--- config.mk ---
export PLATFORM = sky130hd
export DESIGN_NAME = xbus_bridge
export DESIGN_NICKNAME = d
export VERILOG_FILES = /design/src/rtl/xbus_pkg.sv /design/src/rtl/xbus_sequencer.sv /design/src/rtl/xbus_datapath.sv /design/src/rtl/xbus_sel_decode.sv /design/src/rtl/xbus_bridge.sv
export SDC_FILE = /design/constraint.sdc
export NUM_CORES = 1
export LEC_CHECK = 0
export ABC_AREA = 0
export CORE_MARGIN = 2
export CORE_UTILIZATION = 45
export DETAILED_ROUTE_END_ITERATION = 10
export HOLD_SLACK_MARGIN = 0.05
export PLACE_DENSITY = 0.8
export SLEW_MARGIN = 20
export SYNTH_ARGS = -nofsm -noshare
export SYNTH_HDL_FRONTEND = slang
export SYNTH_SLANG_ARGS = --single-unit
--- constraint.sdc ---
create_clock -name clk -period 2.6 [get_ports clk]
set_input_delay 0.52 -clock clk [delete_from_list [all_inputs] [get_ports clk]]
set_output_delay 0.52 -clock clk [all_outputs]
set_load 0.02 [all_outputs]
--- src/rtl/xbus_pkg.sv ---
package xbus_pkg;

  localparam int STEP_W = 3;
  typedef logic [STEP_W-1:0] step_t;

  localparam step_t STEP_NONE = 3'd0;
  localparam step_t STEP_ADDR = 3'd1;
  localparam step_t STEP_DATA = 3'd2;
  localparam step_t STEP_XFER = 3'd3;
  localparam step_t STEP_HOLD = 3'd4;
  localparam step_t STEP_DONE = 3'd5;

  typedef enum logic {
    XF_WRITE = 1'b0,
    XF_READ  = 1'b1
  } xfer_e;

endpackage

--- src/rtl/xbus_sequencer.sv ---
module xbus_sequencer
  import xbus_pkg::*;
#(
  parameter int DEV_W = 3
) (
  input  logic             clk,
  input  logic             rst,
  input  logic             trigger,
  input  logic             mode,
  input  logic [DEV_W-1:0] dev,
  input  logic             irq_i,
  input  logic             tx_i,
  output logic             busy,
  output step_t            step,
  output xfer_e            mode_q,
  output logic [DEV_W-1:0] dev_q,
  output logic             park,
  output logic             show,
  output logic             code_take
);

  // code capture only from a quiet, idle bus; a trigger in the same cycle wins
  assign code_take = !busy && !park && !trigger && irq_i && tx_i;

  always_ff @(posedge clk) begin
    if (rst) begin
      busy   <= 1'b0;
      step   <= STEP_NONE;
      mode_q <= XF_WRITE;
      dev_q  <= '0;
      park   <= 1'b0;
      show   <= 1'b0;
    end else begin
      show <= park && trigger;
      if (busy) begin
        if (step == STEP_DONE) begin
          busy   <= 1'b0;
          step   <= STEP_NONE;
          mode_q <= XF_WRITE;
          dev_q  <= '0;
        end else begin
          step <= step + step_t'(1);
        end
      end else if (!park) begin
        if (trigger) begin
          busy   <= 1'b1;
          step   <= STEP_ADDR;
          mode_q <= xfer_e'(mode);
          dev_q  <= dev;
        end else if (code_take) begin
          park <= 1'b1;
        end
      end
    end
  end

  AST_STEP_ADVANCE: assert property (@(posedge clk) disable iff (rst)
    (busy && step != STEP_DONE) |=> (busy && step == $past(step) + step_t'(1)));
  AST_DONE_TO_IDLE: assert property (@(posedge clk) disable iff (rst)
    (busy && step == STEP_DONE) |=> !busy);
  AST_PARK_STICKY: assert property (@(posedge clk) disable iff (rst)
    park |=> park);
  AST_PARK_NOT_BUSY: assert property (@(posedge clk) disable iff (rst)
    park |-> !busy);

endmodule

--- src/rtl/xbus_datapath.sv ---
module xbus_datapath #(
  parameter int ADDR_W = 16,
  parameter int DATA_W = 16
) (
  input  logic              clk,
  input  logic              rst,
  input  logic [DATA_W-1:0] send_i,
  input  logic [DATA_W-1:0] data_i,
  input  logic              ld_addr,
  input  logic              ld_wdata,
  input  logic              ld_rdata,
  output logic [ADDR_W-1:0] addr_q,
  output logic [DATA_W-1:0] wdata_q,
  output logic [DATA_W-1:0] rdata_q
);

  always_ff @(posedge clk) begin
    if (rst) begin
      addr_q  <= '0;
      wdata_q <= '0;
      rdata_q <= '0;
    end else begin
      if (ld_addr)  addr_q  <= ADDR_W'(send_i);
      if (ld_wdata) wdata_q <= send_i;
      if (ld_rdata) rdata_q <= data_i;
    end
  end

endmodule

--- src/rtl/xbus_sel_decode.sv ---
module xbus_sel_decode #(
  parameter int N_DEV = 8,
  parameter int DEV_W = 3
) (
  input  logic             en,
  input  logic [DEV_W-1:0] dev,
  output logic [N_DEV-1:0] sel
);

  for (genvar g = 0; g < N_DEV; g++) begin : g_line
    assign sel[g] = en && (dev == DEV_W'(g));
  end

endmodule

--- src/rtl/xbus_bridge.sv ---
module xbus_bridge
  import xbus_pkg::*;
#(
  parameter int ADDR_W = 16,
  parameter int DATA_W = 16,
  parameter int N_DEV  = 8,
  parameter int DEV_W  = $clog2(N_DEV)
) (
  input  logic              clk,
  input  logic              rst,
  input  logic              trigger,
  input  logic              mode,
  input  logic [DEV_W-1:0]  dev,
  input  logic [DATA_W-1:0] send_i,
  output logic [DATA_W-1:0] ret_o,
  output logic              ret_oe,
  output logic              busy_o,
  output logic              irq_o,
  output logic [ADDR_W-1:0] addr_o,
  output logic              addr_oe,
  output logic [DATA_W-1:0] data_o,
  output logic              data_oe,
  input  logic [DATA_W-1:0] data_i,
  output logic [N_DEV-1:0]  dev_sel_o,
  output logic              mode_o,
  output logic              tx_drive,
  input  logic              tx_i,
  output logic              irq_drive,
  input  logic              irq_i
);

  logic             busy, park, show, code_take;
  step_t            step;
  xfer_e            mode_q;
  logic [DEV_W-1:0] dev_q;
  logic [ADDR_W-1:0] addr_q;
  logic [DATA_W-1:0] wdata_q, rdata_q;
  logic is_rd, sel_en, ld_addr, ld_wdata, ld_rdata;

  xbus_sequencer #(.DEV_W(DEV_W)) i_seq (
    .clk(clk), .rst(rst), .trigger(trigger), .mode(mode), .dev(dev),
    .irq_i(irq_i), .tx_i(tx_i), .busy(busy), .step(step), .mode_q(mode_q),
    .dev_q(dev_q), .park(park), .show(show), .code_take(code_take)
  );

  // step decode
  assign is_rd    = (mode_q == XF_READ);
  assign sel_en   = busy && (step != STEP_DONE);
  assign ld_addr  = busy && (step == STEP_ADDR);
  assign ld_wdata = busy && !is_rd && (step == STEP_DATA);
  assign ld_rdata = (busy && is_rd && (step == STEP_XFER)) || code_take;

  xbus_datapath #(.ADDR_W(ADDR_W), .DATA_W(DATA_W)) i_dp (
    .clk(clk), .rst(rst), .send_i(send_i), .data_i(data_i),
    .ld_addr(ld_addr), .ld_wdata(ld_wdata), .ld_rdata(ld_rdata),
    .addr_q(addr_q), .wdata_q(wdata_q), .rdata_q(rdata_q)
  );

  xbus_sel_decode #(.N_DEV(N_DEV), .DEV_W(DEV_W)) i_dec (
    .en(sel_en), .dev(dev_q), .sel(dev_sel_o)
  );

  always_comb begin
    addr_oe = 1'b0;
    data_oe = 1'b0;
    if (busy) begin
      if (is_rd) addr_oe = (step == STEP_DATA) || (step == STEP_XFER);
      else begin
        addr_oe = (step == STEP_XFER) || (step == STEP_HOLD);
        data_oe = addr_oe;
      end
    end
  end

  assign tx_drive  = data_oe;
  assign addr_o    = addr_oe ? addr_q : '0;
  assign data_o    = data_oe ? wdata_q : '0;
  assign ret_oe    = (busy && is_rd && (step == STEP_HOLD)) || show;
  assign ret_o     = ret_oe ? rdata_q : '0;
  assign busy_o    = busy;
  assign irq_drive = busy;
  assign irq_o     = park || (!busy && irq_i);
  assign mode_o    = sel_en && is_rd;

  AST_SEL_ONE_HOT: assert property (@(posedge clk) disable iff (rst)
    (dev_sel_o != '0) |-> (busy_o && $countones(dev_sel_o) == 1));
  AST_WRITE_DRIVE_PAIRED: assert property (@(posedge clk) disable iff (rst)
    data_oe |-> (addr_oe && tx_drive && dev_sel_o != '0));
  AST_READ_RETURNS_SAMPLE: assert property (@(posedge clk) disable iff (rst)
    (busy && is_rd && step == STEP_XFER) |=> (ret_oe && ret_o == $past(data_i)));
  AST_BUSY_HOLDS_IRQ: assert property (@(posedge clk) disable iff (rst)
    busy_o |-> (irq_drive && !irq_o));
  AST_PARK_IRQ_HIGH: assert property (@(posedge clk) disable iff (rst)
    park |-> irq_o);
  AST_RET_DATA_EXCL: assert property (@(posedge clk) disable iff (rst)
    !(ret_oe && data_oe));

endmodule

Yosys cells after proc, flatten, opt, wreduce, memory -nomap -nowiden --
Index checks and enable logic that the tools add are counted.
Storage, ports and cells: register bits 58, output and inout port bits 64, logic and storage cells 86
Operators by class: $add $sub $neg 1, eq/ne operators 15, mux-type cells 26, reduce and logical (&&, ||, !) cells 35
Operators with widths (count):
- $mux W16 | 3
- $mux W3 | 8
- $logic_and A1 B1 Y1 | 22
- $eq A3 B3 Y1 const B | 6
- $mux W1 | 15
- $eq A3 B2 Y1 const B | 4
- $eq A3 B1 Y1 const B | 2
- $logic_or A1 B1 Y1 | 5
- $logic_not A1 Y1 | 4
- $add A3 B1 Y3 const B | 1
- $logic_not A3 Y1 | 1
- $ne A3 B3 Y1 const B | 1
- $reduce_and A3 Y1 | 1
- $ne A2 B1 Y1 const B | 1
- $ne A2 B2 Y1 const B | 1
- $reduce_and A2 Y1 | 1
- $reduce_bool A2 Y1 | 1

Logic depth before layout (Yosys ltp) --
depth after elaboration 8, mapped depth 6, gate-level depth less buffers 4

By module --
Synthesis repeated with hierarchy kept, for this count alone.
Second synthesis, totals: cell total of the unflattened synthesis 286, area total of the unflattened synthesis 2826.5 um^2
Modules (own cells, without submodules):
- xbus_datapath | instances 1, cells each 155, area each 1740.4 um^2, seq. area each 960.9 um^2
- xbus_bridge | instances 1, cells each 74, area each 536.8 um^2, seq. area each 0.0 um^2
- xbus_sequencer | instances 1, cells each 49, area each 452.9 um^2, seq. area each 200.2 um^2
- xbus_sel_decode | instances 1, cells each 8, area each 96.3 um^2, seq. area each 0.0 um^2

Worst setup path before layout --
Ideal clock, no wire load.
path type reg-to-output, start register i_seq.step[0], end output port addr_o[10], arrival 1.623 ns, setup slack 0.457 ns, stages on the path, launching flop included 7, path through dfxtp_1 buf_2 and2_1 ha_1 a22oi_2 buf_2 a21oi_1
On the way: word-level cells in the longest chain between the ends 5, elaborated cells between the ends (all ways) 8, classes of those cells 3 x eq/ne; 3 x mux; 2 x reduce/logical
Ends and longest elaborated chain:
- start, declared | line xbus_sequencer.sv:14 | output step_t step,
- start signal, assigned | line xbus_sequencer.sv:42 | step <= step + step_t'(1);
- $eq A3 B2 Y1, or another cell as far along | line xbus_bridge.sv:67, xbus_bridge.sv:69
- $logic_or A1 B1 Y1 (on tied branches) | line xbus_bridge.sv:69, xbus_bridge.sv:67
- $mux W1 (*) | line xbus_bridge.sv:67 | if (is_rd) addr_oe = (step == STEP_DATA) || (step == STEP_XFER);
- $mux W1 (*) | line xbus_bridge.sv:66 | if (busy) begin
- $mux W16 (*) | line xbus_bridge.sv:76 | assign addr_o = addr_oe ? addr_q : '0;
- end, declared | line xbus_bridge.sv:19 | output logic [ADDR_W-1:0] addr_o,
Mark *: on every way between the ends. The rest lies on a longest branch, timed or not.

Worst setup path in the final report --
start register i_seq.step[1], end output port addr_o[13]
Same word-level chain as after synthesis.

==> flow_metrics.py <==
metrics = {
    "run_status": {
        "outcome": "finished clean",
    },
    "setup_path": {
        "crit_path_start_kind": "flop",
        "rrSetupSlack_ns": 0.65,
        "cp_top_family": "compound AO/OA/AOI/OAI gates",
        "critPathCaptureType": "output pin",
        "r2r-start": "i_seq.step[1]",
        "crit_type": "reg2out",
        "worst_path_max_delay_cell": "or3b_1",
        "startpoint": "i_seq.step[1]",
        "timing.rr.end": "i_dp.rdata_q[15]",
        "path_cells": "buf_4 > or3b_1 > a21o_4 > a21oi_1 > clkdlybuf4s15_2",
        "slowest_delay_ns": 0.39,
        "path_depth": 5,
        "critical_path_arrival_ns": 1.99,
        "cp_num_buf_inv": 2,
        "crit_end": "addr_o[13]",
        "crit_required_ns": 2.08,
        "cp_max_fo": 17,
        "reg2reg_depth": 5,
    },
    "power_and_ir_drop": {
        "vdd.ir_drop.worst_uv": 282,
        "p_per_area_nw_per_um2": 476,
        "pwr-share-seq_pct": 47.7,
        "p_comb_share_pct": 14.0,
        "total_leakage_power_nw": 1.87,
        "power_mw": 1.97,
        "switchingPower_uw": 498,
        "p_sw_share_pct": 25.2,
        "internal_power_mw": 1.48,
        "clock_power_share_pct": 38.3,
    },
    "sta": {
        "fin_tns_setup_ns": 0,
        "finalWorstSetupSlack_ns": 0.0921,
        "relSlewSlack_pct": 45.4,
        "post-route-period-util_pct": 96.5,
        "max_clock_freq_mhz": 399,
        "tightest_slew_ns": 0.820,
        "slew_violations": 0,
        "rsz0062_at_grt": "false",
        "whs_ns": 0.454,
        "fin_skew_ns": 0.00947,
        "finalSetupViolCount": 0,
        "period_needed_ns": 2.51,
        "finalHoldViolCount": 0,
    },
    "cells_and_area": {
        "area_growth_pct": 39.9,
        "drive_gt1_share_pct": 16.0,
        "most-common-layout-cells": "dfxtp_1, nand2_1, a21oi_1",
        "final_common_cell": "dfxtp_1",
        "nNetsFinal": 505,
        "diodes": 0,
        "utilization_pct": 65.3,
    },
    "drt": {
        "viasPerCell": 5.24,
        "antenna_left": 0,
        "drt_drc_violations_left": 0,
        "drt_first_pass_iters": 4,
        "finalWirelength_um": 7720,
        "drtIter0Drc": 148,
        "via_count": 2858,
        "avgRoutedWirePerCell_um": 14.2,
    },
    "die": {
        "initial_utilization_pct": 46.7,
        "die_h_um": 85.1,
        "die_area_um2": 7250,
        "ios": 105,
        "coreArea_um2": 6350,
        "die_w_um": 85.1,
        "rows": 29,
    },
    "synthesis": {
        "syn-num-nets": 405,
        "synth-seq-area-share_pct": 39.2,
        "synth_cells": 363,
        "synth_cell_types": 40,
        "ys_seq_elements": 58,
        "netlist_area_um2": 2960,
        "synth_warnings": 0,
        "avgSynthCellArea_um2": 8.16,
    },
    "clock_network": {
        "h-tree-depth": 3,
        "clkTransAtPathRegs_ns": 0.06,
        "clk_latency_ns": 0.33,
        "cts_hold_buf": 0,
        "numClockSinks": 58,
        "cts_tree": "yes",
        "cts_inserted_buffers": 9,
        "root_buffer": "clkbuf_8",
        "clockBufferDepth": 2,
    },
    "min_path": {
        "hold_path.class": "reg2reg",
        "hp-start": "i_dp.addr_q[2]",
    },
    "placed_design": {
        "place_congestion": 0.804,
        "pre_cts_ws_ns": -0.112,
        "place_hpwl_um": 5470,
        "portBuffers": 104,
    },
    "job": {
        "drv_cap": 0,
    },
    "global_routing": {
        "grt_overflow": 0,
        "grt_pass1_wl_um": 12600,
        "grt.total_usage_pct": 21.5,
        "antenna_found_initial": 0,
        "grt_max_degree": 44,
        "grt_pass1_vias": 2730,
    },
}
==> cells by family after synthesis <==
logic type / Yosys count / synth area share, %
simple gates: 168 / 31.1
compound gates: 82 / 17.1
flops: 58 / 39.2
buf+inv: 38 / 6.80
mux: 16 / 5.41
fa+ha+maj: 1 / 0.422
==> power groups by stage <==
stage                     Clock (mW)  Combinational, mW  Sequential [mW]
after detailed placement           0              0.275            0.961
after global routing           0.810              0.300            0.946
after global placement             0              0.269            0.959
final                          0.755              0.277            0.942
after CTS                      0.771              0.278            0.942
after floorplan                    0              0.155            0.956
==> state kept, by name (all words and copies together) (netlist names) <==
| register | cells |
|---|---|
| i_dp.addr_q | 16 |
| i_dp.rdata_q | 16 |
| i_dp.wdata_q | 16 |
| i_seq.busy | 1 |
| i_seq.dev_q | 3 |
| i_seq.mode_q | 1 |
| i_seq.park | 1 |
| i_seq.show | 1 |
| i_seq.step | 3 |
==> area by class of cell <==
type,instances,area [um^2]
Clock buffer,14,173
Clock inverter,2,10.0
Fill cell,546,2200
Inverter,5,18.8
Multi-Input combinational cell,267,1610
Sequential cell,58,1160
Tap cell,77,96.3
Timing Repair Buffer,122,1070
==> worst min-delay path by stage <==
stage / cells past startpoint / slack [ns] / end
6_report: 2 / 0.45 / i_dp.addr_q[2]
4_1_cts: 2 / 0.46 / i_dp.addr_q[2]
2_1_floorplan: 2 / 0.44 / i_dp.addr_q[0]
3_3_place_gp: 2 / 0.44 / i_dp.addr_q[10]
3_5_place_dp: 2 / 0.45 / i_dp.addr_q[6]
5_1_grt: 2 / 0.47 / i_dp.addr_q[1]
==> layer usage <==
| layer | vias up | wire length [um] | track usage, % |
|---|---|---|---|
| met5 | - | 0 | 0 |
| met4 | 0 | 167 | 8.51 |
| met3 | 18 | 555 | 6.23 |
| met2 | 97 | 3720 | 36.8 |
| met1 | 1323 | 3270 | 25.4 |
| li1 | 1420 | - | - |
==> synth_stat cells <==
library cell	number	area, um^2
mux2i_1	16	160
nor4b_2	1	15.0
and2_1	17	106
a22o_1	4	35.0
a41oi_2	1	16.3
clkbuf_1	15	56.3
nand3_1	19	95.1
nand2_1	52	195
buf_4	2	15.0
a22oi_2	1	12.5
o21ai_0	17	85.1
nor3b_1	3	22.5
buf_6	5	56.3
clkbuf_2	1	5.00
nor2_1	7	26.3
nor4b_1	1	8.76
dfxtp_1	58	1160
and3b_1	1	8.76
or3_1	1	6.26
nor4_1	1	6.26
a21oi_1	51	255
nor3_1	4	20.0
a21o_1	2	15.0
a211oi_1	1	7.51
a32oi_4	1	27.5
a21oi_2	2	17.5
inv_2	1	3.75
a221oi_2	1	15.0
nor2b_1	17	106
buf_2	10	50.1
or3b_1	2	17.5
nand2b_1	35	219
nand3b_1	3	22.5
and4bb_2	1	12.5
inv_1	3	11.3
a211oi_4	1	20.0
nand4bb_1	2	22.5
ha_1	1	12.5
clkinv_1	1	3.75
nor4bb_1	1	10.0
==> metrics by stage <==
stage	instances	cell area (um^2)
final	545	4150
after global routing	545	4150
after CTS	545	4230
after detailed placement	527	4050
after global placement	527	4050
after floorplan	363	2960
==> repair_timing <==
item / in CTS / in global routing
pin swaps: 1 / 0
resized for setup: 59 / 61
buffers inserted: 2 / 0
endpoints found under the setup margin: 39 / 48
==> worst register-to-register path: cells and delay by family (launching register included) <==
| kind | cells | cell delay, ns |
|---|---|---|
| DFF | 1 | 0.32 |
| AOI/OAI and AO/OA | 1 | 0.70 |
| muxes | 1 | 0.28 |
| and+or+nand+nor | 1 | 0.19 |
| adders and majority gates | 1 | 0.23 |
| buffers and inverters | 1 | 0.15 |
(Power assumes the default switching activity.)
